==> config.mk <==
export PLATFORM = sky130hd
export DESIGN_NAME = pswallow_counter
export DESIGN_NICKNAME = d
export VERILOG_FILES = /design/src/rtl/pswallow_pkg.sv /design/src/rtl/pswallow_datapath.sv /design/src/rtl/pswallow_control.sv /design/src/rtl/pswallow_counter.sv
export SDC_FILE = /design/constraint.sdc
export NUM_CORES = 1
export LEC_CHECK = 0
export BUFFER_PORTS_ARGS = -buffer_cell sky130_fd_sc_hd__buf_4
export CAP_MARGIN = 20
export CORE_MARGIN = 5
export CORE_UTILIZATION = 55
export DETAILED_ROUTE_END_ITERATION = 8
export PLACE_DENSITY = 0.75
export SLEW_MARGIN = 20
export SYNTH_ARGS = -nofsm -noshare
export SYNTH_HDL_FRONTEND = slang
export SYNTH_SLANG_ARGS = --single-unit
==> constraint.sdc <==
create_clock -name clk -period 2.9 [get_ports clk]
set_clock_uncertainty 0.2 [all_clocks]
set_input_delay 0.58 -clock clk [delete_from_list [all_inputs] [get_ports clk]]
set_output_delay 0.58 -clock clk [all_outputs]
set_load 0.02 [all_outputs]
==> src/rtl/pswallow_pkg.sv <==
package pswallow_pkg;

  // Strobes from control to datapath; at most one is active per cycle.
  typedef struct packed {
    logic loadRegs;   // take new values, clear counters
    logic wrapCycle;  // last period reached: clear counters
    logic stepCount;  // advance position within the cycle
  } cntStrobe_t;

  // Status from datapath to control, describing the current period.
  typedef struct packed {
    logic lastPeriod; // current period is M-1
    logic nextIsLast; // next period will be M-1
    logic nextPastA;  // next period index is >= A
    logic aRegZero;   // stored A is zero
  } cntStatus_t;

endpackage

==> src/rtl/pswallow_datapath.sv <==
module pswallow_datapath
  import pswallow_pkg::*;
#(
  parameter int M_W   = 10,
  parameter int A_W   = 7,
  parameter int DEF_M = 8,
  parameter int DEF_A = 0
) (
  input  logic           clk,
  input  logic           rstN,
  input  cntStrobe_t     strobe,
  input  logic [M_W-1:0] mValue,
  input  logic [A_W-1:0] aValue,
  output cntStatus_t     status
);

  localparam int CW = ((M_W > A_W) ? M_W : A_W) + 2;

  logic [M_W-1:0] mReg;
  logic [M_W-1:0] mCnt;
  logic [A_W-1:0] aReg;
  logic [A_W-1:0] aCnt;

  always_ff @(posedge clk) begin
    if (!rstN) begin
      mReg <= M_W'(DEF_M);
      aReg <= A_W'(DEF_A);
      mCnt <= '0;
      aCnt <= '0;
    end else if (strobe.loadRegs) begin
      mReg <= mValue;
      aReg <= aValue;
      mCnt <= '0;
      aCnt <= '0;
    end else if (strobe.wrapCycle) begin
      mCnt <= '0;
      aCnt <= '0;
    end else if (strobe.stepCount) begin
      mCnt <= mCnt + 1'b1;
      // The swallow counter stops once it has reached A.
      if (aCnt != aReg) aCnt <= aCnt + 1'b1;
    end
  end

  logic [CW-1:0] mRegX, mCntX, aRegX, aCntX;

  always_comb begin
    mRegX = CW'(mReg);
    mCntX = CW'(mCnt);
    aRegX = CW'(aReg);
    aCntX = CW'(aCnt);
    status.lastPeriod = (mCntX + CW'(1) == mRegX);
    status.nextIsLast = (mCntX + CW'(2) == mRegX);
    status.nextPastA  = (aCntX + CW'(1) >= aRegX);
    status.aRegZero   = (aReg == '0);
  end

endmodule

==> src/rtl/pswallow_control.sv <==
module pswallow_control
  import pswallow_pkg::*;
#(
  parameter bit DEF_A_ZERO = 1'b1
) (
  input  logic       clk,
  input  logic       rstN,
  input  logic       loadEn,
  input  logic       loadAZero,
  input  logic       loadBad,
  input  cntStatus_t status,
  output cntStrobe_t strobe,
  output logic       modCtrl,
  output logic       termPulse,
  output logic       cfgError
);

  always_comb begin
    strobe.loadRegs  = loadEn;
    strobe.wrapCycle = !loadEn && status.lastPeriod;
    strobe.stepCount = !loadEn && !status.lastPeriod;
  end

  // Outputs are registered and hold the values of the period that begins at this edge.
  always_ff @(posedge clk) begin
    if (!rstN) begin
      modCtrl   <= DEF_A_ZERO;
      termPulse <= 1'b0;
      cfgError  <= 1'b0;
    end else if (strobe.loadRegs) begin
      modCtrl   <= loadAZero;
      termPulse <= 1'b0;
      cfgError  <= loadBad;
    end else if (strobe.wrapCycle) begin
      modCtrl   <= status.aRegZero;
      termPulse <= 1'b0;
    end else begin
      modCtrl   <= status.nextPastA;
      termPulse <= status.nextIsLast;
    end
  end

endmodule

==> src/rtl/pswallow_counter.sv <==
module pswallow_counter
  import pswallow_pkg::*;
#(
  parameter int M_W   = 10,
  parameter int A_W   = 7,
  parameter int DEF_M = 8,
  parameter int DEF_A = 0
) (
  input  logic           clk,
  input  logic           rstN,
  input  logic           loadEn,
  input  logic [M_W-1:0] mValue,
  input  logic [A_W-1:0] aValue,
  output logic           modCtrl,
  output logic           termPulse,
  output logic           cfgError
);

  localparam int CW = ((M_W > A_W) ? M_W : A_W) + 1;
  localparam bit DEF_A_ZERO = (DEF_A == 0);

  cntStrobe_t strobe;
  cntStatus_t status;
  logic       loadAZero;
  logic       loadBad;

  always_comb begin
    loadAZero = (aValue == '0);
    loadBad   = (CW'(mValue) <= CW'(aValue));
  end

  pswallow_datapath #(
    .M_W(M_W), .A_W(A_W), .DEF_M(DEF_M), .DEF_A(DEF_A)
  ) i_datapath (
    .clk(clk), .rstN(rstN), .strobe(strobe),
    .mValue(mValue), .aValue(aValue), .status(status)
  );

  pswallow_control #(
    .DEF_A_ZERO(DEF_A_ZERO)
  ) i_control (
    .clk(clk), .rstN(rstN), .loadEn(loadEn),
    .loadAZero(loadAZero), .loadBad(loadBad), .status(status),
    .strobe(strobe), .modCtrl(modCtrl), .termPulse(termPulse),
    .cfgError(cfgError)
  );

endmodule

Word-level counts from Yosys, hierarchy flattened

Index checks and enable logic that the tools add are counted.

Bits in registers: 37
Input port bits: 20
Output and inout bits: 3
Logic and storage cells: 28

Reduce and logical (&&, ||, !) cells: 8
Add/sub/neg operators: 5
Eq/ne operators: 3
Magnitude comparators: 2
Muxes and demuxes: 2
Bitwise gates (word level): 1

Operators by type and width:

| operator              | count |
|---|---|
| $eq 12x10->1          | 2 |
| $logic_not 7->1       | 2 |
| $ge 12x7->1           | 1 |
| $add 10x1->11 const B | 1 |
| $add 10x2->11 const B | 1 |
| $add 10x1->10 const B | 1 |
| $le 10x7->1           | 1 |
| $add 7x1->8 const B   | 1 |
| $add 7x1->7 const B   | 1 |
| $ne 7x7->1            | 1 |
| $reduce_or 3->1       | 1 |
| $logic_and 1x1->1     | 2 |
| $logic_not 1->1       | 2 |
| $mux 1                | 2 |
| $reduce_and 2->1      | 1 |
| $not 1->1             | 1 |

Longest topological paths before layout

Gate-level depths: netlist (run 1).

Depth in word-level cells: 5
Mapped depth: 9
Mapped depth without buffers: 9

Hierarchy

A second synthesis (run 1) with hierarchy kept.

Cells, all modules: 285
Area, all modules: 2,488.6 µm²

By module, submodules not included:

| module            | area an instance (µm²) | seq. area each (µm²) | cells each | times used |
|---|---|---|---|---|
| pswallow_datapath | 2,150.8                | 680.7                | 243        | 1 |
| pswallow_counter  | 206.4                  | 0.0                  | 29         | 1 |
| pswallow_control  | 131.4                  | 60.1                 | 13         | 1 |

Worst setup path before layout (run 1)

Ideal clock, no wire load.

Path kind: flip-flop to flip-flop
From: register i_datapath.mCnt[1]
To: register i_datapath.mCnt[3]
Arrival: 2,251 ps
Buffers on the path: 1
Setup time: 121 ps
Required time: 2,579 ps
Stages on the path, launching flop included: 9
Clock period less this slack: 2,572 ps
Setup slack: 328 ps
Cell sequence: dfxtp_1 -> ha_1 -> nand4_2 -> nor3_4 -> xnor2_1 -> or4_4 -> o211ai_4 -> buf_6 -> nor2_1

Cells in the longest elaborated chain, start to end: 4
Elaborated cells between the ends (all ways): 7
Classes of those cells: 2 x add/sub; 1 x eq/ne; 4 x reduce/logical

Ends and longest elaborated chain:

| item                                                           | line                                           | text |
|---|---|---|
| start, declared                                                | pswallow_datapath.sv:20                        | `logic [M_W-1:0] mCnt;` |
| start signal, assigned                                         | pswallow_datapath.sv:39                        | `mCnt <= mCnt + 1'b1;` |
| $add 10x1->11                                                  | pswallow_datapath.sv:52                        | `status.lastPeriod = (mCntX + CW'(1) == mRegX);` |
| $eq 12x10->1                                                   | pswallow_datapath.sv:52                        |  |
| $logic_and 1x1->1 or $logic_not 1->1 (tied branches)           | pswallow_control.sv:20, pswallow_control.sv:21 |  |
| $reduce_or 3->1 (no line) or $logic_and 1x1->1 (tied branches) | -                                              |  |

Parallel ways exist; a longest one is shown, timed or not.
A chain may end at the register's enable or synchronous reset.

Worst setup path in the final report (run 1)

From: register i_datapath.mCnt[2]
To: register i_control.termPulse

Cells in the longest elaborated chain, start to end: 4
Elaborated cells between the ends (all ways): 6
Classes of those cells: 2 x add/sub; 2 x eq/ne; 2 x reduce/logical

Ends and longest elaborated chain:

| item                      | line                    | text |
|---|---|---|
| $add 10x1->11             | pswallow_datapath.sv:52 |  |
| $eq 12x10->1              | pswallow_datapath.sv:52 |  |
| $logic_and 1x1->1         | pswallow_control.sv:20  | `strobe.wrapCycle = !loadEn && status.lastPeriod;` |
| $reduce_or 3->1 (no line) | -                       |  |
| end signal, assigned      | pswallow_control.sv:39  | `termPulse <= status.nextIsLast;` |
| end, declared             | pswallow_control.sv:14  | `output logic termPulse,` |

Parallel ways exist; a longest one is shown, timed or not.

==> metrics, run 1 <==
RSZ-0062 raised after global routing=no; uppermost signal routing layer after detailed routing=met4; ratio of final minimum period to clock period=0.940; Critical Setup Path Class=register to register; total power per unit cell area=392 nW/um^2; netlist area before placement=2420 um^2; number of maximum-capacitance constraint violations=0; diode insertion count for antenna repair=0; CP endpoint kind=register; count of yosys warnings during synthesis=0; internal portion of total power=0.791 mW; clock share of power=0.320; detailed-route via count=1962; slew margin rel.=0.701; synthesized instance count=280; Die Footprint=5820 um^2; count of boundary I/O pins=23; setup slack of the most critical reg-to-reg path=0.17 ns; maximum count of clock buffers along a single path=2; H-tree Lvls=2; largest area contributor in the netlist=sky130_fd_sc_hd__dfxtp_1; aggregate negative setup slack=0 ns; CP Cell Sequence=ha_1 > nand4_2 > nor3_4 > xnor2_1 > or4_4 > o211ai_4 > buf_12 > a211oi_1; top_reg_cell synth=sky130_fd_sc_hd__dfxtp_1; CTS sink cnt=37; most area-consuming cells after synthesis=sky130_fd_sc_hd__dfxtp_1 (31%), sky130_fd_sc_hd__xnor2_1 (9.4%), sky130_fd_sc_hd__ha_1 (8.8%); number of global-route vias before repair=1952; initial cell density of the core=0.559; register share of total power=0.508; Synth Area per Inst=8.64 um^2; detailed-route wire length=4940 um; GPL Wtd Cong=0.868; number of setup buffers added after CTS=0; cell family contributing the most delay on the critical path=simple AND/OR/NAND/NOR gates; half-perimeter wire length after placement=3950 um; clock tree root buffer cell=sky130_fd_sc_hd__clkbuf_8; met1 WL=2380 um; setup-violating endpoint count in the final report=0; startpoint type of the worst setup path=register; share of the core filled with cells=0.637; count of cells resized by post-cts repair=0; wire length of the first global-routing pass=9000 um; first-pass iteration count of the detailed router=4; Final Max Tran Viols=0; switching part of the total=0.269; DRC=0; share of synthesized area occupied by flip-flops and latches=0.306; Critical path buffers and inverters=1; crit path max fanout=11; peak clock frequency supported by timing=0.367 GHz; GR Util All Layers=0.184; Wirelength per Cell=13.8 um; clock latency reported for the late side of the worst-skew pair=0.29 ns; grt total ovfl=0; maximum number of pins on one net before global-route repair=22; number of port buffers=22; syn nets=317; Core Box Area=4320 um^2; die span in y=76.3 um; post-layout min period=2.73 ns; share of Yosys cell area claimed by the top area cell type=0.306; number of rows created at floorplan=24; Req. time, crit path=2.87 ns; cell type of the slowest stage on the worst timing path=sky130_fd_sc_hd__or4_4; CTS buffer count=5; post-route ant nets=0; met2 routed wirelength=2220 um; arrival time at the worst endpoint=2.70 ns; outcome=finished clean; classification of the worst-slack hold path=register to register; EDFF count, synth=0; share of total power in combinational logic=0.173; cts hold-fix bufs=0; switching power summed over all nets=0.291 mW; met3 wire len=283 um; Final Hold Viols=0; Leak=1.19 nW; fraction of layout instances using a drive strength above 1=0.160; asr flop ratio synth=0; number of antenna violations at the first check in global routing=0; Max IR drop VDD=0.266 mV; Avg Vias per Cell=5.47; measured slew at the worst slew-check pin=0.437 ns; width of the chip=76.3 um; synth unique cells=46; TritonCTS clock tree=built; clock-pin transition on the worst setup and hold timing paths=0.07 ns; NumNets Final=343; delay contributed by the slowest stage of the critical path=0.58 ns; Layout area overhead=13.9%; number of register bits inferred by synthesis=37; DR iter-0 viols=127
-- routing by layer --
metal,vias up,track usage
li1,1012,-
met2,49,0.285
met3,7,0.0378
met4,0,0.0472
met1,894,0.260
met5,-,0
-- synth_stat cells, types with 3 or more instances --
master	instances
sky130_fd_sc_hd__dfxtp_1	37
sky130_fd_sc_hd__nor2_1	28
sky130_fd_sc_hd__xnor2_1	26
sky130_fd_sc_hd__nor2b_1	21
sky130_fd_sc_hd__mux2i_1	18
sky130_fd_sc_hd__ha_1	17
sky130_fd_sc_hd__inv_1	17
sky130_fd_sc_hd__nand2_1	17
sky130_fd_sc_hd__xor2_1	14
sky130_fd_sc_hd__nand3_1	11
sky130_fd_sc_hd__a21oi_1	6
sky130_fd_sc_hd__clkbuf_1	6
sky130_fd_sc_hd__nor4_1	6
sky130_fd_sc_hd__nor3_1	5
sky130_fd_sc_hd__nand4_1	4
sky130_fd_sc_hd__a211oi_1	3
sky130_fd_sc_hd__buf_2	3
sky130_fd_sc_hd__o21ai_0	3
-- cell type report --
class / instances / area [um^2]
fill: 398 / 1570
multi-input combinational: 213 / 1550
sequential: 37 / 741
timing repair buffer: 32 / 253
clock buffer: 6 / 72.6
tap: 52 / 65.1
inverter: 17 / 63.8
clock inverter: 2 / 10.0
-- path summary, 6_finish.rpt --
kind                                    from                         endpoint  cells past startpoint
max          i_datapath.mCnt[2]$_SDFFE_PP0P_   i_control.termPulse$_SDFF_PP0_                      8
min reg2reg  i_datapath.mCnt[0]$_SDFFE_PP0P_  i_datapath.mCnt[0]$_SDFFE_PP0P_                      1
min          i_datapath.mCnt[0]$_SDFFE_PP0P_  i_datapath.mCnt[0]$_SDFFE_PP0P_                      1
max reg2reg  i_datapath.mCnt[2]$_SDFFE_PP0P_   i_control.termPulse$_SDFF_PP0_                      8
-- kinds of logic after synthesis --
group	share of synthesized area
XOR/XNOR	0.145
AO/OA/AOI/OAI	0.0978
flip-flops	0.306
buffers and inverters	0.0528
adder cells (fa/ha/maj)	0.0879
AND/OR/NAND/NOR	0.231
multiplexers	0.0792
-- flip-flops by register name, indices dropped and copies added (netlist names) --
register             count
i_control.cfgError       1
i_control.modCtrl        1
i_datapath.mReg         10
i_datapath.aReg          7
i_control.termPulse      1
i_datapath.mCnt         10
i_datapath.aCnt          7
-- power by group through the flow --
stage                     Combinational [mW]  Sequential, mW  Clock, mW
after floorplan                        0.120           0.557          0
after global placement                 0.183           0.560          0
after detailed placement               0.187           0.561          0
after CTS                              0.188           0.549      0.354
after global routing                   0.213           0.552      0.386
final                                  0.187           0.549      0.346
-- placed cells by master (no fill, tap or decap), types with 2 or more instances in the layout --
cell type and instances:
sky130_fd_sc_hd__a211oi_1 3, sky130_fd_sc_hd__a21boi_0 2, sky130_fd_sc_hd__a21oi_1 6, sky130_fd_sc_hd__a31oi_1 2, sky130_fd_sc_hd__and4b_1 2, sky130_fd_sc_hd__buf_4 31
sky130_fd_sc_hd__clkbuf_8 5, sky130_fd_sc_hd__clkinv_2 2, sky130_fd_sc_hd__dfxtp_1 37, sky130_fd_sc_hd__ha_1 17, sky130_fd_sc_hd__inv_1 17, sky130_fd_sc_hd__mux2i_1 18
sky130_fd_sc_hd__nand2_1 17, sky130_fd_sc_hd__nand2b_1 2, sky130_fd_sc_hd__nand3_1 11, sky130_fd_sc_hd__nand4_1 4, sky130_fd_sc_hd__nor2_1 28, sky130_fd_sc_hd__nor2b_1 21
sky130_fd_sc_hd__nor3_1 5, sky130_fd_sc_hd__nor4_1 6, sky130_fd_sc_hd__o2111ai_1 2, sky130_fd_sc_hd__o211ai_1 2, sky130_fd_sc_hd__o21a_1 2, sky130_fd_sc_hd__o21ai_0 3
sky130_fd_sc_hd__o22ai_1 2, sky130_fd_sc_hd__or2_2 2, sky130_fd_sc_hd__xnor2_1 26, sky130_fd_sc_hd__xor2_1 14
-- through the flow --
step | area, um^2 | hold WS [ns] | power, mW | worst slack (ns) | std cells
after floorplan | 2420 | 0.272 | 0.677 | 0.328 | 280
after global placement | 2670 | 0.264 | 0.743 | 0.268 | 351
after detailed placement | 2670 | 0.262 | 0.747 | 0.202 | 351
after CTS | 2760 | 0.278 | 1.09 | 0.189 | 359
after global routing | 2760 | 0.344 | 1.15 | 0.0362 | 359
final | 2760 | 0.276 | 1.08 | 0.174 | 359
Note: power is estimated with default switching activity, not from simulation.
==> inputs of run 2 (changes only) <==
--- a/config.mk
+++ b/config.mk
@@ -8,9 +8,9 @@
 export BUFFER_PORTS_ARGS = -buffer_cell sky130_fd_sc_hd__buf_4
 export CAP_MARGIN = 20
 export CORE_MARGIN = 5
-export CORE_UTILIZATION = 55
+export CORE_UTILIZATION = 50
 export DETAILED_ROUTE_END_ITERATION = 8
-export PLACE_DENSITY = 0.75
+export PLACE_DENSITY = 0.69
 export SLEW_MARGIN = 20
 export SYNTH_ARGS = -nofsm -noshare
 export SYNTH_HDL_FRONTEND = slang
==> run 2 against run 1 <==
Utilization fell by 5.2 points. Largest power group unchanged. Largest cell class unchanged. Routed wire length rose by 1.9%. Sequential share of layout area fell by 0.097 points. Non-clock buffer count did not move. Highest routed layer unchanged.
==> metrics, run 2 (synthesis gave the netlist of run 1 again) <==
internal portion of total power=0.811 mW (+2.6%); register share of total power=0.501 (-0.007); count of boundary I/O pins=23 (unchanged); RSZ-0062 raised after global routing=no; wire length of the first global-routing pass=8280 um (-8.0%); most frequent cells in the layout=sky130_fd_sc_hd__dfxtp_1 (37), sky130_fd_sc_hd__buf_4 (32), sky130_fd_sc_hd__nor2_1 (28), sky130_fd_sc_hd__xnor2_1 (26), sky130_fd_sc_hd__nor2b_1 (21); NumNets Final=343 (unchanged); clock share of power=0.329 (+0.009); number of global-route vias before repair=1783 (-8.7%); cell count after placement=366 (+4.3%); detailed-route wire length=5030 um (+1.9%); Core Box Area=4720 um^2 (+9.2%); Leak=1.18 nW (-0.52%); half-perimeter wire length after placement=3970 um (+0.48%); Req. time, crit path=2.87 ns (about the same); uppermost signal routing layer after detailed routing=met4; CTS buffer count=5 (unchanged); met1 WL=2510 um (+5.5%); detailed-route via count=1953 (-0.46%); number of antenna violations at the first check in global routing=0 (unchanged); maximum number of pins on one net before global-route repair=22 (unchanged); Final Hold Viols=0 (unchanged); grt total ovfl=0 (unchanged); GPL Wtd Cong=0.834 (-3.9%); switching part of the total=0.261 (-0.00763); peak clock frequency supported by timing=0.367 GHz (about the same); outcome=finished clean; number of maximum-capacitance constraint violations=0 (unchanged); TritonCTS clock tree=built; first-pass iteration count of the detailed router=4 (unchanged); die span in y=79.6 um (+4.2%); share of total power in combinational logic=0.169 (-0.004); ratio of final minimum period to clock period=0.941 (about the same); width of the chip=79.6 um (+4.2%); classification of the worst-slack hold path=register to register; startpoint type of the worst setup path=register; Avg Vias per Cell=5.24 (-4.2%); clock tree root buffer cell=sky130_fd_sc_hd__clkbuf_8; arrival time at the worst endpoint=2.70 ns (about the same); Final Max Tran Viols=0 (unchanged); crit path max fanout=18 (+7); H-tree Lvls=2 (unchanged); number of setup buffers added after CTS=0 (unchanged); Wirelength per Cell=13.5 um (-1.9%); diode insertion count for antenna repair=0 (unchanged); number of rows created at floorplan=25 (+4.2%); Layout area overhead=14.3%; Final Hold Slack=0.285 ns (+0.00923 ns); number of port buffers=22 (unchanged); slew margin rel.=0.716 (+0.0152); fraction of layout instances using a drive strength above 1=0.157 (-0.00275); CTS sink cnt=37 (unchanged); met2 routed wirelength=2270 um (+2.0%); initial cell density of the core=0.512 (-0.0473); Max IR drop VDD=0.227 mV (-15%); total power per unit cell area=397 nW/um^2 (+1.2%); DR iter-0 viols=147 (+16%); CP endpoint kind=register; clock-pin transition on the worst setup and hold timing paths=0.07 ns (about the same); number of inserted filler cells in the final layout=434 (+9.0%); Die Footprint=6330 um^2 (+8.7%); registers with the most flip-flops=i_datapath.mCnt x10, i_datapath.mReg x10; GR Util All Layers=0.167 (-0.0171); share of the core filled with cells=0.585 (-0.0517); DRC=0 (unchanged); measured slew at the worst slew-check pin=0.426 ns (-0.0114 ns); post-route ant nets=0 (unchanged); clock latency reported for the late side of the worst-skew pair=0.29 ns (about the same); post-layout min period=2.73 ns (+0.00172 ns); setup-violating endpoint count in the final report=0 (unchanged); count of cells resized by post-cts repair=0 (unchanged); non-filler instance count after layout=373 (+3.9%); Critical Setup Path Class=register to register; maximum count of clock buffers along a single path=2 (unchanged); switching power summed over all nets=0.287 mW (-1.3%); cts hold-fix bufs=0 (unchanged); power after layout=1.10 mW (+1.6%); met3 wire len=212 um (-25%); most common library cell in the layout ignoring fill and taps=sky130_fd_sc_hd__dfxtp_1; aggregate negative setup slack=0 ns (unchanged)
run 2: changes by cell type in the layout (fill, tap and decap cells not counted), sizes merged:
cell	before	now
clkbuf	6	7
clkinv	2	0
run 2: cell type report:
cell class | instances | area [um^2] | share of cell area
clock buffer | 7 | 86.3 | 0.0312
inverter | 17 | 63.8 | 0.0231
multi-input combinational | 213 | 1550 | 0.561
sequential | 37 | 741 | 0.268
tap | 67 | 83.8 | 0.0303
timing repair buffer | 32 | 240 | 0.0869
run 2: worst paths after layout:
| path | cells after the start | slack [ns] | to | from |
|---|---|---|---|---|
| max | 8 | 0.17 | i_datapath.aCnt[2]$_SDFFE_PP0P_ | i_datapath.mCnt[2]$_SDFFE_PP0P_ |
| min | 1 | 0.29 | i_datapath.mCnt[0]$_SDFFE_PP0P_ | i_datapath.mCnt[0]$_SDFFE_PP0P_ |
| max reg2reg | 8 | 0.17 | i_datapath.aCnt[2]$_SDFFE_PP0P_ | i_datapath.mCnt[2]$_SDFFE_PP0P_ |
| min reg2reg | 1 | 0.29 | i_datapath.mCnt[0]$_SDFFE_PP0P_ | i_datapath.mCnt[0]$_SDFFE_PP0P_ |
run 2: power groups by stage:
| stage | Combinational [mW] | Clock (mW) | Sequential (mW) |
|---|---|---|---|
| floorplan | 0.120 | 0 | 0.557 |
| global placement | 0.182 | 0 | 0.561 |
| global route | 0.208 | 0.395 | 0.553 |
| finish | 0.186 | 0.362 | 0.550 |
| detailed placement | 0.187 | 0 | 0.561 |
| CTS | 0.188 | 0.369 | 0.550 |
run 2: metal layers:
| layer | vias to the layer above | global-route usage |
|---|---|---|
| li1 | 1016 | - |
| met3 | 5 | 0.0350 |
| met5 | - | 0 |
| met1 | 898 | 0.231 |
| met2 | 34 | 0.261 |
| met4 | 0 | 0.0464 |
run 2: critical path, cell delays in order, from the launching register on:
cell and delay (ns):
sky130_fd_sc_hd__dfxtp_1 0.49, sky130_fd_sc_hd__ha_1 0.26, sky130_fd_sc_hd__nand4_2 0.20, sky130_fd_sc_hd__nor3_4 0.27
sky130_fd_sc_hd__xnor2_1 0.10, sky130_fd_sc_hd__or4_4 0.58, sky130_fd_sc_hd__o211ai_4 0.18, sky130_fd_sc_hd__buf_4 0.26
sky130_fd_sc_hd__nor2_1 0.08
run 2: metrics by stage:
stage	cell area, um^2	setup slack, ns
2_1_floorplan	2420	0.328
3_3_place_gp	2680	0.286
3_5_place_dp	2680	0.200
4_1_cts	2770	0.187
5_1_grt	2770	0.00206
6_report	2770	0.172
==> inputs of run 3 (changes only) <==
--- a/config.mk
+++ b/config.mk
@@ -5,13 +5,13 @@
 export SDC_FILE = /design/constraint.sdc
 export NUM_CORES = 1
 export LEC_CHECK = 0
+export ABC_AREA = 1
 export BUFFER_PORTS_ARGS = -buffer_cell sky130_fd_sc_hd__buf_4
 export CAP_MARGIN = 20
 export CORE_MARGIN = 5
 export CORE_UTILIZATION = 50
 export DETAILED_ROUTE_END_ITERATION = 8
 export PLACE_DENSITY = 0.69
-export SLEW_MARGIN = 20
 export SYNTH_ARGS = -nofsm -noshare
 export SYNTH_HDL_FRONTEND = slang
 export SYNTH_SLANG_ARGS = --single-unit
==> run 3 against run 2 <==
Clock power up 33%. Utilization is 0.60 points higher. Critical path type unchanged. Critical endpoint is now i_control.termPulse$_SDFF_PP0_. Highest routed layer unchanged. Worst setup slack better by 0.33 ns. Largest power group unchanged. Register-to-register slack better by 0.33 ns.
==> metrics, run 3 <==
detailed-route via count=2341 (+20%); number of inserted filler cells in the final layout=482 (+11%); leading cell types by count after synthesis=sky130_fd_sc_hd__nand2_1 (66), sky130_fd_sc_hd__inv_1 (50), sky130_fd_sc_hd__dfxtp_1 (37); startpoint of the worst setup timing path=i_datapath.mCnt[2]$_SDFFE_PP0P_; switching power summed over all nets=0.369 mW (+29%); most common library cell in the layout ignoring fill and taps=sky130_fd_sc_hd__nand2_1; number of register bits inferred by synthesis=37 (unchanged); count of yosys warnings during synthesis=0 (unchanged); power after layout=1.29 mW (+17%); aggregate negative setup slack=0 ns (unchanged); Layout area overhead=13.3%; Die Footprint=6550 um^2 (+3.5%); number of setup buffers added after CTS=0 (unchanged); NumNets Final=420 (+22%); maximum count of clock buffers along a single path=2 (unchanged); Final Max Tran Viols=0 (unchanged); TritonCTS clock tree=built; Synth Area per Inst=6.97 um^2 (-19%); diode insertion count for antenna repair=0 (unchanged); cts hold-fix bufs=0 (unchanged); setup-violating endpoint count in the final report=0 (unchanged); post-route ant nets=0 (unchanged); die span in y=80.9 um (+1.7%); fraction of layout instances using a drive strength above 1=0.151 (-0.00582); EDFF count, synth=0 (unchanged); slew margin rel.=0.736 (+0.0198); most numerous cell in the Yosys netlist=sky130_fd_sc_hd__nand2_1; number of port buffers=22 (unchanged); registers with the most flip-flops=i_datapath.mCnt x10, i_datapath.mReg x10; peak clock frequency supported by timing=0.416 GHz (+14%); arrival time at the worst endpoint=2.38 ns (-0.32 ns); register share of total power=0.437 (-0.064); number of global-route vias before repair=2246 (+26%); grt total ovfl=0 (unchanged); minimum setup slack after placement=0.513 ns (+0.313 ns); clock latency reported for the late side of the worst-skew pair=0.30 ns (about the same); DR iter-0 viols=199 (+35%); sequential cell area=741 um^2 (unchanged); Leak=1.29 nW (+8.9%); crit path setup slack, layout=0.499 ns (+0.326 ns); synthesized instance count=361 (+29%); share of total power in combinational logic=0.191 (+0.022); largest area contributor in the netlist=sky130_fd_sc_hd__dfxtp_1; clock share of power=0.372 (+0.043); Max IR drop VDD=0.248 mV (+9.4%); switching part of the total=0.286 (+0.0251); netlist area before placement=2510 um^2 (+4.0%); clock tree root buffer cell=sky130_fd_sc_hd__clkbuf_8; initial cell density of the core=0.522 (+0.0100); startpoint of the lowest-slack register-to-register path=i_datapath.mCnt[2]$_SDFFE_PP0P_; Avg Vias per Cell=5.19 (-0.86%); number of rows created at floorplan=25 (unchanged); Wirelength per Cell=12.9 um (-4.4%); GR Util All Layers=0.197 (+0.0298); most frequent cells in the layout=sky130_fd_sc_hd__nand2_1 (66), sky130_fd_sc_hd__inv_1 (50), sky130_fd_sc_hd__dfxtp_1 (37), sky130_fd_sc_hd__nor2_1 (33); ratio of final minimum period to clock period=0.828 (-0.112); wire length of the first global-routing pass=10200 um (+23%); GPL Wtd Cong=0.889 (+6.5%); Most Crowded Layer GR=met2; number of maximum-capacitance constraint violations=0 (unchanged); post-layout min period=2.40 ns (-0.326 ns); post-detailed-placement cell area=2730 um^2 (+1.9%); Core Box Area=4820 um^2 (+2.0%); clock-pin transition on the worst setup and hold timing paths=0.08 ns (about the same); share of Yosys cell area claimed by the top area cell type=0.295 (-0.0117); reg-to-reg endpoint=i_control.termPulse$_SDFF_PP0_; share of synthesized area occupied by flip-flops and latches=0.295 (-0.0117); CTS sink cnt=37 (unchanged); asr flop ratio synth=0 (unchanged); first-pass iteration count of the detailed router=4 (unchanged); width of the chip=80.9 um (+1.7%); number of antenna violations at the first check in global routing=0 (unchanged); setup slack of the most critical reg-to-reg path=0.50 ns (+0.33 ns); count of boundary I/O pins=23 (unchanged); top_reg_cell synth=sky130_fd_sc_hd__dfxtp_1; crit path max fanout=12 (-6); Critical Setup Path Class=register to register; Final Hold Viols=0 (unchanged); RSZ-0062 raised after global routing=no; GR Util met1=0.276 (+0.0458); Req. time, crit path=2.88 ns (about the same); H-tree Lvls=2 (unchanged); CP endpoint kind=register; synth unique cells=30 (-35%); outcome=finished clean; internal portion of total power=0.920 mW (+13%); post-route design area=2850 um^2 (+3.0%); most area-consuming cells after synthesis=sky130_fd_sc_hd__dfxtp_1 (29%), sky130_fd_sc_hd__nand2_1 (9.9%), sky130_fd_sc_hd__ha_1 (8.5%); startpoint type of the worst setup path=register; CTS buffer count=5 (unchanged); detailed-route wire length=5810 um (+16%); worst setup path endpoint=i_control.termPulse$_SDFF_PP0_; GRT met3 Usage=0.0322 (-0.00284); count of cells resized by post-cts repair=0 (unchanged); GR met2 Demand/Resource=0.314 (+0.0532); syn nets=398 (+26%); worst-case reg-to-reg path depth=12 (+4); measured slew at the worst slew-check pin=0.396 ns (-0.0301 ns); total power per unit cell area=453 nW/um^2 (+14%); classification of the worst-slack hold path=register to register; half-perimeter wire length after placement=4650 um (+17%); maximum number of pins on one net before global-route repair=25 (+14%); DRC=0 (unchanged); area of combinational cells with multiple inputs=1540 um^2 (-0.89%)
==> run 3: changes by cell type after synthesis, moves of 4 or more <==
cell	change
sky130_fd_sc_hd__a21oi_1	+17
sky130_fd_sc_hd__inv_1	+33
sky130_fd_sc_hd__mux2i_1	-18
sky130_fd_sc_hd__nand2_1	+49
sky130_fd_sc_hd__nand3_1	+11
sky130_fd_sc_hd__nand4_1	+10
sky130_fd_sc_hd__nor2_1	+5
sky130_fd_sc_hd__nor2_2	+13
sky130_fd_sc_hd__nor2b_1	-21
sky130_fd_sc_hd__nor4_1	-4
sky130_fd_sc_hd__o21ai_0	+19
sky130_fd_sc_hd__xnor2_1	-18
==> run 3: how the worst min path moves through the flow <==
stage | to | depth (start not counted) | startpoint | slack (ns)
after global routing | i_datapath.mReg[2]$_SDFFE_PN0P_ | 2 | i_datapath.mReg[2]$_SDFFE_PN0P_ | 0.32
after floorplan | i_datapath.mCnt[0]$_SDFFE_PP0P_ | 1 | i_datapath.mCnt[0]$_SDFFE_PP0P_ | 0.26
after detailed placement | i_datapath.mCnt[0]$_SDFFE_PP0P_ | 1 | i_datapath.mCnt[0]$_SDFFE_PP0P_ | 0.28
after CTS | i_datapath.mReg[2]$_SDFFE_PN0P_ | 2 | i_datapath.mReg[2]$_SDFFE_PN0P_ | 0.30
final | i_datapath.mReg[2]$_SDFFE_PN0P_ | 2 | i_datapath.mReg[2]$_SDFFE_PN0P_ | 0.30
after global placement | i_datapath.mCnt[0]$_SDFFE_PP0P_ | 1 | i_datapath.mCnt[0]$_SDFFE_PP0P_ | 0.28
==> run 3: power by group through the flow <==
stage	combinational, mW	clock (mW)	sequential, mW
3_3_place_gp	0.241	0	0.574
3_5_place_dp	0.244	0	0.574
5_1_grt	0.282	0.514	0.567
4_1_cts	0.246	0.491	0.563
2_1_floorplan	0.173	0	0.571
6_report	0.246	0.480	0.563
==> run 3: metrics by stage <==
stage	utilization	cells	hold WS, ns
finish	0.591	451	0.297
global route	0.591	451	0.325
CTS	0.591	451	0.300
detailed placement	0.566	443	0.283
global placement	0.566	443	0.279
floorplan	-	361	0.261
==> run 3: layout make-up <==
class	instances	area share
clock buffers	6	0.0290
clock inverters	2	0.0132
inverters	52	0.0685
multi-input cells	264	0.539
flip-flops and latches	37	0.260
well taps	67	0.0294
repair buffers	23	0.0606
==> run 3: cells by family after synthesis <==
family | synth area share
adder cells (fa/ha/maj) | 0.0846
AND/OR/NAND/NOR | 0.333
buffers and inverters | 0.0945
AO/OA/AOI/OAI | 0.106
XOR/XNOR | 0.0871
flip-flops | 0.295
==> run 3: routing by layer <==
metal,vias up,part of all wire
li1,1216,-
met1,1056,0.51
met2,65,0.43
met3,4,0.053
met4,0,0.0074
met5,-,0
==> run 3: critical path: stages (launching register included) <==
cell and delay, ns:
sky130_fd_sc_hd__dfxtp_1 0.46, sky130_fd_sc_hd__ha_1 0.33, sky130_fd_sc_hd__nand2_1 0.16, sky130_fd_sc_hd__nor2_2 0.18, sky130_fd_sc_hd__nand2_1 0.07, sky130_fd_sc_hd__nand2_1 0.08, sky130_fd_sc_hd__nand2_1 0.08, sky130_fd_sc_hd__nand2_1 0.07
sky130_fd_sc_hd__nand2_1 0.08, sky130_fd_sc_hd__nor2_4 0.14, sky130_fd_sc_hd__nand3_4 0.14, sky130_fd_sc_hd__nand3_4 0.23, sky130_fd_sc_hd__nor2_1 0.08
